==> src/rtl/disp_port_pkg.sv <==
package disp_port_pkg;

    localparam int BYTE_W = 8;
    localparam int TXC_W  = 2;
    localparam logic [1:0] MRESET_CODE = 2'b11;

    typedef enum logic [TXC_W-1:0] {
        TXC_QUIET   = 2'b00,
        TXC_IRQ_ON  = 2'b01,
        TXC_RTS_OFF = 2'b10,
        TXC_BREAK   = 2'b11
    } txc_e;

    typedef struct packed {
        logic       irq;
        logic [2:0] spare;
        logic       cts;
        logic       dcd;
        logic       tx_empty;
        logic       rx_full;
    } stat_t;

    function automatic stat_t make_status(logic empty, txc_e mode);
        stat_t s;
        s.irq      = empty && (mode == TXC_IRQ_ON);
        s.spare    = '0;
        s.cts      = 1'b0;
        s.dcd      = 1'b0;
        s.tx_empty = empty;
        s.rx_full  = 1'b0;
        return s;
    endfunction

endpackage

==> src/rtl/strobe_once.sv <==
module strobe_once (
    input  logic clk,
    input  logic rst,
    input  logic strobe_n,
    output logic pulse
);
    logic was_active;

    always_ff @(posedge clk) begin
        if (rst) was_active <= 1'b0;
        else     was_active <= ~strobe_n;
    end

    assign pulse = ~strobe_n & ~was_active;
endmodule

==> src/rtl/txc_reg.sv <==
module txc_reg
    import disp_port_pkg::*;
(
    input  logic             clk,
    input  logic             rst,
    input  logic             we,
    input  logic             mreset,
    input  logic [TXC_W-1:0] mode_in,
    output txc_e             mode
);
    always_ff @(posedge clk) begin
        if (rst || mreset) mode <= TXC_QUIET;
        else if (we)       mode <= txc_e'(mode_in);
    end
endmodule

==> src/rtl/char_hold.sv <==
module char_hold #(
    parameter int W = 8
) (
    input  logic         clk,
    input  logic         rst,
    input  logic         clear,
    input  logic         load,
    input  logic [W-1:0] load_val,
    input  logic         ready,
    output logic         valid,
    output logic [W-1:0] data
);
    always_ff @(posedge clk) begin
        if (rst || clear) begin
            valid <= 1'b0;
            data  <= '0;
        end else if (valid) begin
            if (ready) valid <= 1'b0;
        end else if (load) begin
            valid <= 1'b1;
            data  <= load_val;
        end
    end
endmodule

==> src/rtl/acia_disp_port.sv <==
module acia_disp_port
    import disp_port_pkg::*;
(
    input  logic              clk,
    input  logic              rst,
    input  logic              wr_n,
    input  logic              rd_n,
    input  logic              reg_sel,
    input  logic [BYTE_W-1:0] din,
    output logic [BYTE_W-1:0] dout,
    output logic [BYTE_W-1:0] chr_data,
    output logic              chr_valid,
    input  logic              chr_ready,
    output logic              irq_n
);
    localparam int TXC_LSB = 5;

    logic  wr_pulse, ctrl_we, data_we, mreset;
    txc_e  mode;
    stat_t status;

    strobe_once u_wr (
        .clk      (clk),
        .rst      (rst),
        .strobe_n (wr_n),
        .pulse    (wr_pulse)
    );

    assign ctrl_we = wr_pulse & ~reg_sel;
    assign data_we = wr_pulse &  reg_sel;
    assign mreset  = ctrl_we & (din[1:0] == MRESET_CODE);

    txc_reg u_txc (
        .clk     (clk),
        .rst     (rst),
        .we      (ctrl_we),
        .mreset  (mreset),
        .mode_in (din[TXC_LSB +: TXC_W]),
        .mode    (mode)
    );

    char_hold #(.W(BYTE_W)) u_hold (
        .clk      (clk),
        .rst      (rst),
        .clear    (mreset),
        .load     (data_we),
        .load_val (din),
        .ready    (chr_ready),
        .valid    (chr_valid),
        .data     (chr_data)
    );

    assign status = make_status(~chr_valid, mode);
    assign irq_n  = ~status.irq;

    always_comb begin
        if (rd_n || reg_sel) dout = '0;
        else                 dout = status;
    end
endmodule

==> config.mk <==
export PLATFORM = sky130hd
export DESIGN_NAME = acia_disp_port
export DESIGN_NICKNAME = d
export VERILOG_FILES = /design/src/rtl/disp_port_pkg.sv /design/src/rtl/strobe_once.sv /design/src/rtl/txc_reg.sv /design/src/rtl/char_hold.sv /design/src/rtl/acia_disp_port.sv
export SDC_FILE = /design/constraint.sdc
export NUM_CORES = 1
export LEC_CHECK = 0
export BUFFER_PORTS_ARGS = -buffer_cell sky130_fd_sc_hd__buf_2
export CAP_MARGIN = 20
export CELL_PAD_IN_SITES_DETAIL_PLACEMENT = 0
export CELL_PAD_IN_SITES_GLOBAL_PLACEMENT = 2
export CORE_UTILIZATION = 22
export CTS_CLUSTER_DIAMETER = 50
export DETAILED_ROUTE_END_ITERATION = 7
export MAX_ROUTING_LAYER = met4
export PLACE_DENSITY_LB_ADDON = 0.12
export SETUP_SLACK_MARGIN = 0.02
export SYNTH_ARGS = -nofsm -noshare
export SYNTH_HDL_FRONTEND = slang
export SYNTH_SLANG_ARGS = --single-unit
==> constraint.sdc <==
create_clock -name clk -period 2.6 [get_ports clk]
set_input_delay 0.39 -clock clk [delete_from_list [all_inputs] [get_ports clk]]
set_output_delay 0.39 -clock clk [all_outputs]
set_load 0.03 [all_outputs]
# After elaboration in Yosys (flattened, before gate mapping)
# Cells that the tools add are included.
# W data, S select, Z words.
[word_totals]
ff_bits = 12
inputBits = 14
output_inout_bits = 18
elab_cells = 23
[classes]
eq_ne = 2
n_mux = 4
n_bitwise = 9
reduce_logical = 4
[op_table]
columns = ["cell", "count"]
rows = [
  ["$mux W8", 1],
  ["$not A1 Y1", 5],
  ["$and A1 B1 Y1", 4],
  ["$mux W1", 3],
  ["$eq A2 B1 Y1 const B", 1],
  ["$eq A2 B2 Y1 const B", 1],
  ["$logic_or A1 B1 Y1", 2],
  ["$reduce_and A2 Y1", 1],
  ["$logic_and A1 B1 Y1", 1],
]

# Longest topological paths before layout
# Gate-level depths: netlist of run 1.
[logic_depth]
ltp_word = 5
ltp_mapped = 4

# By module
# From an unflattened synthesis of run 1, not the netlist that was laid out.
[hier_totals]
cells_unflattened = 63
area_unflattened_um2 = 514.2
[modules_own_cells]
columns = ["mod", "instances", "cells_each", "area_per_inst_um2"]
rows = [
  ["char_hold", 1, 41, 325.3],
  ["acia_disp_port", 1, 13, 91.3],
  ["txc_reg", 1, 6, 70.1],
  ["strobe_once", 1, 3, 27.5],
]

# Worst setup path after synthesis of run 1
# No wires, ideal clock.
[synth_path]
path_kind = "register to output"
from = "register u_hold.valid"
to = "output dout[7]"
arrival_time_ns = 1.668
t_required_ns = 2.210
path_slack_ns = 0.542
stages_incl_launch_ff = 3
n_path_buf = 0
cell_sequence = "dfxtp_1 > nor3_1 > and3b_1"
[synth_between]
elab_chain_len = 3
[synth_lines]
columns = ["item", "line", "text"]
rows = [
  ["start: declaration", "char_hold.sv:10", "output logic valid,"],
  ["start signal: assignment", "char_hold.sv:15", "valid <= 1'b0;"],
  ["start signal: assignment", "char_hold.sv:18", "if (ready) valid <= 1'b0;"],
  ["start signal: assignment", "char_hold.sv:20", "valid <= 1'b1;"],
  ["$not A1 Y1 (no line)", "-", ""],
  ["$logic_and A1 B1 Y1", "disp_port_pkg.sv:25", "s.irq = empty && (mode == TXC_IRQ_ON);"],
  ["$mux W8", "acia_disp_port.sv:57", "if (rd_n || reg_sel) dout = '0;"],
  ["end: declaration", "acia_disp_port.sv:10", "output logic [BYTE_W-1:0] dout,"],
]
# Every way passes these cells.

# Final worst setup path of run 1
[layout_path]
from = "register u_hold.valid"
to = "output irq_n"
[layout_between]
elab_chain_len = 3
[layout_lines]
columns = ["item", "line", "text"]
rows = [
  ["$not A1 Y1 (no line)", "-", ""],
  ["$logic_and A1 B1 Y1", "disp_port_pkg.sv:25", ""],
  ["$not A1 Y1", "acia_disp_port.sv:54", "assign irq_n = ~status.irq;"],
  ["end: declaration", "acia_disp_port.sv:14", "output logic irq_n"],
]
# Every way passes these cells.

==> metrics.cfg, run 1 <==
[setup_path]
path_cells = or3b_2, buf_2
cp_max_fo = 6
reg2reg_from = u_hold.valid$_SDFF_PP0_
rrSetupSlack_ns = 1.17
cp-startpoint = u_hold.valid$_SDFF_PP0_
endpoint = irq_n
reg2regPathDepth = 3
crit_required_ns = 2.21
reg2reg_to = u_hold.data[5]$_SDFFE_PP0P_
cpPeakStageDelay_ns = 0.44
slowest_stage = or3b_2
end_kind = primary output
critPathArrivalTime_ns = 1.26
path_class = flip-flop to primary output
startpoint_type = flip-flop

[placement]
io_buffers = 25
dpl_worst_slack_ns = 0.998
place_congestion = 0.689

[sta]
grt_setup_unrepaired = no
setup_tns_ns = 0
max_freq_mhz = 607
fin_skew_ns = 0.00412
worst_pin_slew_ns = 0.751
fin_ws_ns = 0.953
setup_viol = 0
final_max_slew_viol_count = 0
hold_viol_final = 0
period_share_pct = 63.3
fin_crit_ns = 1.65
slew_headroom_pct = 49.8

[clock_tree]
cts_buffers = 3
ctsHoldBuffers = 0
clkTransAtPathRegs_ns = 0.08
cts_tree = built
post_cts_resized = 0
post-cts-setup-buffers = 0
clkLatencyLatePin_ns = 0.27
cts.sink_count = 12
htree_levels = 1
clock-root-buffer = clkbuf_4
cts_buffer_depth = 2

[pwr]
vdd.ir_drop.worst_v = 0.000233
leakage_nw = 0.301
p_per_area_mw_per_mm2 = 581

[die]
dieArea_mm2 = 0.00255
initial_core_util_pct = 23.4
die_w_um = 50.5
die_y_um = 50.5
io_pins = 32
placeableCoreArea_mm2 = 0.00221
rows = 17

[synth]
ys.warnings.count = 0
synth.avg_cell_area_um2 = 8.76
ys_async_sr_fraction_pct = 0
synth_area_um2 = 517
ys_types = 16
synthTopCellsByCount = nand2_1 (16), dfxtp_1 (12), a21oi_1 (8), buf_4 (7), nor2_1 (3)
ys_seq_area_share_pct = 46.5
synth_edf_count = 0
synth_top_area_share_pct = 46.5
synth_ff_type = dfxtp_1
syn_inst = 59
yosysMostFrequentCell = nand2_1
yosysTopAreaCell = dfxtp_1
synth_area_leaders = dfxtp_1 (46%), nand2_1 (12%), buf_4 (10%), a21oi_1 (7.7%), mux2i_1 (3.9%)
ys_seq_elements = 12

[drt]
routedWlPerCell_um = 10.2
drt-initial-drc-count = 4
ant_nets = 0
drt-vias-per-instance = 4.13
drc_errors = 0
drt-total-wl_mm = 1.14
firstDrtPassIters = 2
num_vias = 462

[cells_and_area]
drive_gt1_share_pct = 38.1
n_fill_cell = 261
final_nets = 100
syn_to_final_growth_pct = 26.6
antennaDiodeCount = 0

[worst_hold_path]
whs_path_depth = 2
hold_path_class = primary input to flip-flop
worstHoldStart = rst

[global_route]
grt_pass1_wl_mm = 1.86
grt_pass1_vias = 420
globalRoute.totalOverflow = 0
track_usage_pct = 10.5
antenna_found_initial = 0
grt_max_degree = 12

[flow_run]
drv_cap = 0

[outcome]
status = complete, no violations

through the flow:
stage                     power, mW  area (um2)  hold slack [ns]  cells  utilization [%]
after global placement        0.272         632            0.444    109             28.6
final                         0.380         654            0.279    112             29.6
after CTS                     0.389         654            0.270    112             29.6
after floorplan               0.257         536            0.457     64                -
after global routing          0.406         654            0.278    112             29.6
after detailed placement      0.272         632            0.446    109             28.6
how the worst min path moves through the flow:
stage,end,slack (ns)
floorplan,u_wr.was_active$_SDFF_PP0_,0.46
global placement,u_hold.data[5]$_SDFFE_PP0P_,0.44
detailed placement,u_hold.data[5]$_SDFFE_PP0P_,0.45
CTS,u_wr.was_active$_SDFF_PP0_,0.27
global route,u_wr.was_active$_SDFF_PP0_,0.28
finish,u_wr.was_active$_SDFF_PP0_,0.28
flip-flops by register name, indices dropped and copies added, names as in the netlist:
signal	count
u_hold.data	8
u_txc.mode	2
u_hold.valid	1
u_wr.was_active	1
routing by layer:
metal	share of wire (%)	track usage, %	vias up
met3	8.9	5.45	2
met5	0	-	-
met4	0.61	2.78	0
met1	42	11.5	208
met2	48	16.9	18
li1	-	-	234
cell families (layout without fill, tap and decap cells):
group / count (synthesis) / count (layout) / share of synthesized area [%]
other: 1 / 6 / 0.726
DFF: 12 / 12 / 46.5
muxes: 2 / 2 / 3.87
buffers and inverters: 8 / 28 / 12.3
and+or+nand+nor: 26 / 26 / 25.4
AOI/OAI and AO/OA: 10 / 10 / 11.1
power by group:
group          internal (mW)  switching [mW]
clock                 0.0535          0.0604
sequential             0.192         0.00499
combinational         0.0216          0.0478
total                  0.267           0.113
layout by cell type (no fill, tap or decap):
| cell type | Yosys | layout |
|---|---|---|
| nand2_1 | 16 | 16 |
| nor2_1 | 3 | 3 |
| and3b_1 | 1 | 1 |
| mux2i_1 | 2 | 2 |
| or4b_1 | 1 | 1 |
| or2b_1 | 1 | 1 |
| conb_1 | 1 | 6 |
| buf_2 | 0 | 25 |
| nor4b_2 | 1 | 1 |
| a21oi_2 | 1 | 1 |
| nor3_1 | 2 | 2 |
| or3b_2 | 1 | 1 |
| a31o_2 | 1 | 1 |
| dfxtp_1 | 12 | 12 |
| clkbuf_4 | 0 | 3 |
| a21oi_1 | 8 | 8 |
final cells by class:
cell class                 count  area [um2]  area share (%)
timing repair buffer          25         125            19.1
multi-input combinational     44         231            35.4
sequential                    12         240            36.7
tap                           28        35.0            5.35
clock buffer                   3        22.5            3.44
critical path, delay by kind of cell (launching register included):
| kind | cells | cell delay [ns] |
|---|---|---|
| flip-flops | 1 | 0.36 |
| AND/OR/NAND/NOR | 1 | 0.44 |
| buffers and inverters | 1 | 0.19 |
No activity file was read; power rests on OpenSTA's default activity.
==> inputs of run 2 (changes only) <==
CORE_UTILIZATION = 19   (was 22)
clock period = 1.47 ns   (was 2.6 ns; I/O delays follow)
==> metrics.cfg, run 2 (synthesis gave the netlist of run 1 again) <==
[outcome]
status = complete, no violations

[cells_and_area]
final_nets = 102  ; +2.0%
drive_gt1_share_pct = 44.2  ; +6.1 points
top_register = u_hold.data
layout_commonest_cell = buf_2
antennaDiodeCount = 0  ; unchanged
layout_common_cells = buf_2 (23), nand2_1 (16), dfxtp_1 (11)
syn_to_final_growth_pct = 36.3
top_regs = u_hold.data (8), u_txc.mode (2)
fin_cells = 116  ; +3.6%
final_util_pct = 27.9  ; -1.7 points
largest_reg_flops = 8  ; unchanged

[setup_path]
path_class = flip-flop to primary output
cp_max_fo = 6  ; unchanged
crit_required_ns = 1.25  ; -0.96 ns
cp-startpoint = u_hold.valid$_SDFF_PP0_
reg2reg_from = u_hold.valid$_SDFF_PP0_
critPathArrivalTime_ns = 1.15  ; -0.11 ns
path_cells = or3b_4, buf_6
cpPeakStageDelay_ns = 0.38  ; -0.06 ns
startpoint_type = flip-flop
end_kind = primary output
slowest_stage = or3b_4

[global_route]
track_usage_pct = 9.41  ; -1.1 points
gr-usage-met3_pct = 2.54  ; -2.9 points
grt_pass1_vias = 406  ; -3.3%
grtUsageMet1_pct = 12.4  ; +0.89 points
busiest_layer = met1
globalRoute.totalOverflow = 0  ; unchanged
grt_pass1_wl_mm = 1.75  ; -5.6%
grt_max_degree = 12  ; unchanged
antenna_found_initial = 0  ; unchanged
use_met2_pct = 12.2  ; -4.7 points

[drt]
routedWlPerCell_um = 10.8  ; +5.4%
drt-vias-per-instance = 4.03  ; -2.4%
drt-total-wl_mm = 1.25  ; +9.2%
firstDrtPassIters = 4  ; +2
ant_nets = 0  ; unchanged
drc_errors = 0  ; unchanged
num_vias = 467  ; +1.1%
drt-initial-drc-count = 3  ; -1

[sta]
grt_setup_unrepaired = no
fin_skew_ns = 0.00384  ; -0.000281 ns
fin_crit_ns = 1.37
setup_tns_ns = 0  ; unchanged
fin_ws_ns = 0.101  ; -0.852 ns
setup_viol = 0  ; unchanged
period_share_pct = 93.2
max_freq_mhz = 730
hold_viol_final = 0  ; unchanged
final_max_slew_viol_count = 0  ; unchanged

[die]
dieArea_mm2 = 0.00293  ; +15%
die_y_um = 54.2  ; +7.3%
placeableCoreArea_mm2 = 0.00252  ; +14%
initial_core_util_pct = 20.5  ; -2.9 points
rows = 18  ; +1
die_w_um = 54.2  ; +7.3%
io_pins = 32  ; unchanged

[clock_tree]
clkLatencyLatePin_ns = 0.26  ; about the same
htree_levels = 1  ; unchanged
cts_buffers = 3  ; unchanged
cts_buffer_depth = 2  ; unchanged
cts.sink_count = 12  ; unchanged
clkTransAtPathRegs_ns = 0.07  ; about the same
ctsHoldBuffers = 0  ; unchanged
cts_tree = built
clock-root-buffer = clkbuf_4

[placement]
dp_hpwl_um = 913
io_buffers = 25  ; unchanged
dpl_worst_slack_ns = 0.0738  ; -0.924 ns
place_congestion = 0.593  ; -14%
dpl.cell_count = 114  ; +4.6%

[pwr]
vdd.ir_drop.worst_v = 0.000310  ; +33%
p_per_area_mw_per_mm2 = 966  ; +66%
leakage_nw = 0.322  ; +6.8%
p_total_mw = 0.681  ; +79%

[worst_hold_path]
worstHoldStart = rst
hold_path_class = primary input to flip-flop

[flow_run]
drv_cap = 0  ; unchanged

run 2: power by group:
part / switching [mW] / total [mW] / internal (mW)
Clock: 0.101 / 0.195 / 0.0945
Sequential: 0.00992 / 0.350 / 0.340
Combinational: 0.0887 / 0.136 / 0.0472
run 2: cell type report:
type / count / area [um2]
repair buffers: 27 / 153
fillers: 287 / 1820
flip-flops and latches: 12 / 241
clock buffers: 3 / 22.5
multi-input cells: 44 / 250
well taps: 30 / 37.5
run 2: metal layers:
metal  share of wire (%)  up-vias
met1                  47      208
met3                 7.8        2
met4                 1.7        0
met2                  43       16
li1                    -      241
met5                   0        -
run 2: timing repair:
item / in CTS / in global routing
buffers inserted: 0 / 0
pin swaps: 0 / 2
resized for setup: 7 / 1
endpoints found under the setup margin: 2 / 9
run 2: worst max-delay path: cells and delay by family, from the launching register on:
| family | cells | cell delay [ns] |
|---|---|---|
| simple gates | 1 | 0.38 |
| flops | 1 | 0.36 |
| buf+inv | 1 | 0.14 |
run 2: final timing paths:
path	slack, ns	to	cells past startpoint
worst max-delay path	0.10	irq_n	2
worst min-delay path	0.13	u_wr.was_active$_SDFF_PP0_	2
worst min register to register	0.45	u_hold.data[0]$_SDFFE_PP0P_	2
worst max register to register	0.20	u_hold.data[7]$_SDFFE_PP0P_	3
run 2: through the flow:
stage	hold WS, ns	instance area [um2]
floorplan	0.287	548
global placement	0.407	669
detailed placement	0.408	669
CTS	0.116	712
global route	0.119	704
finish	0.129	704
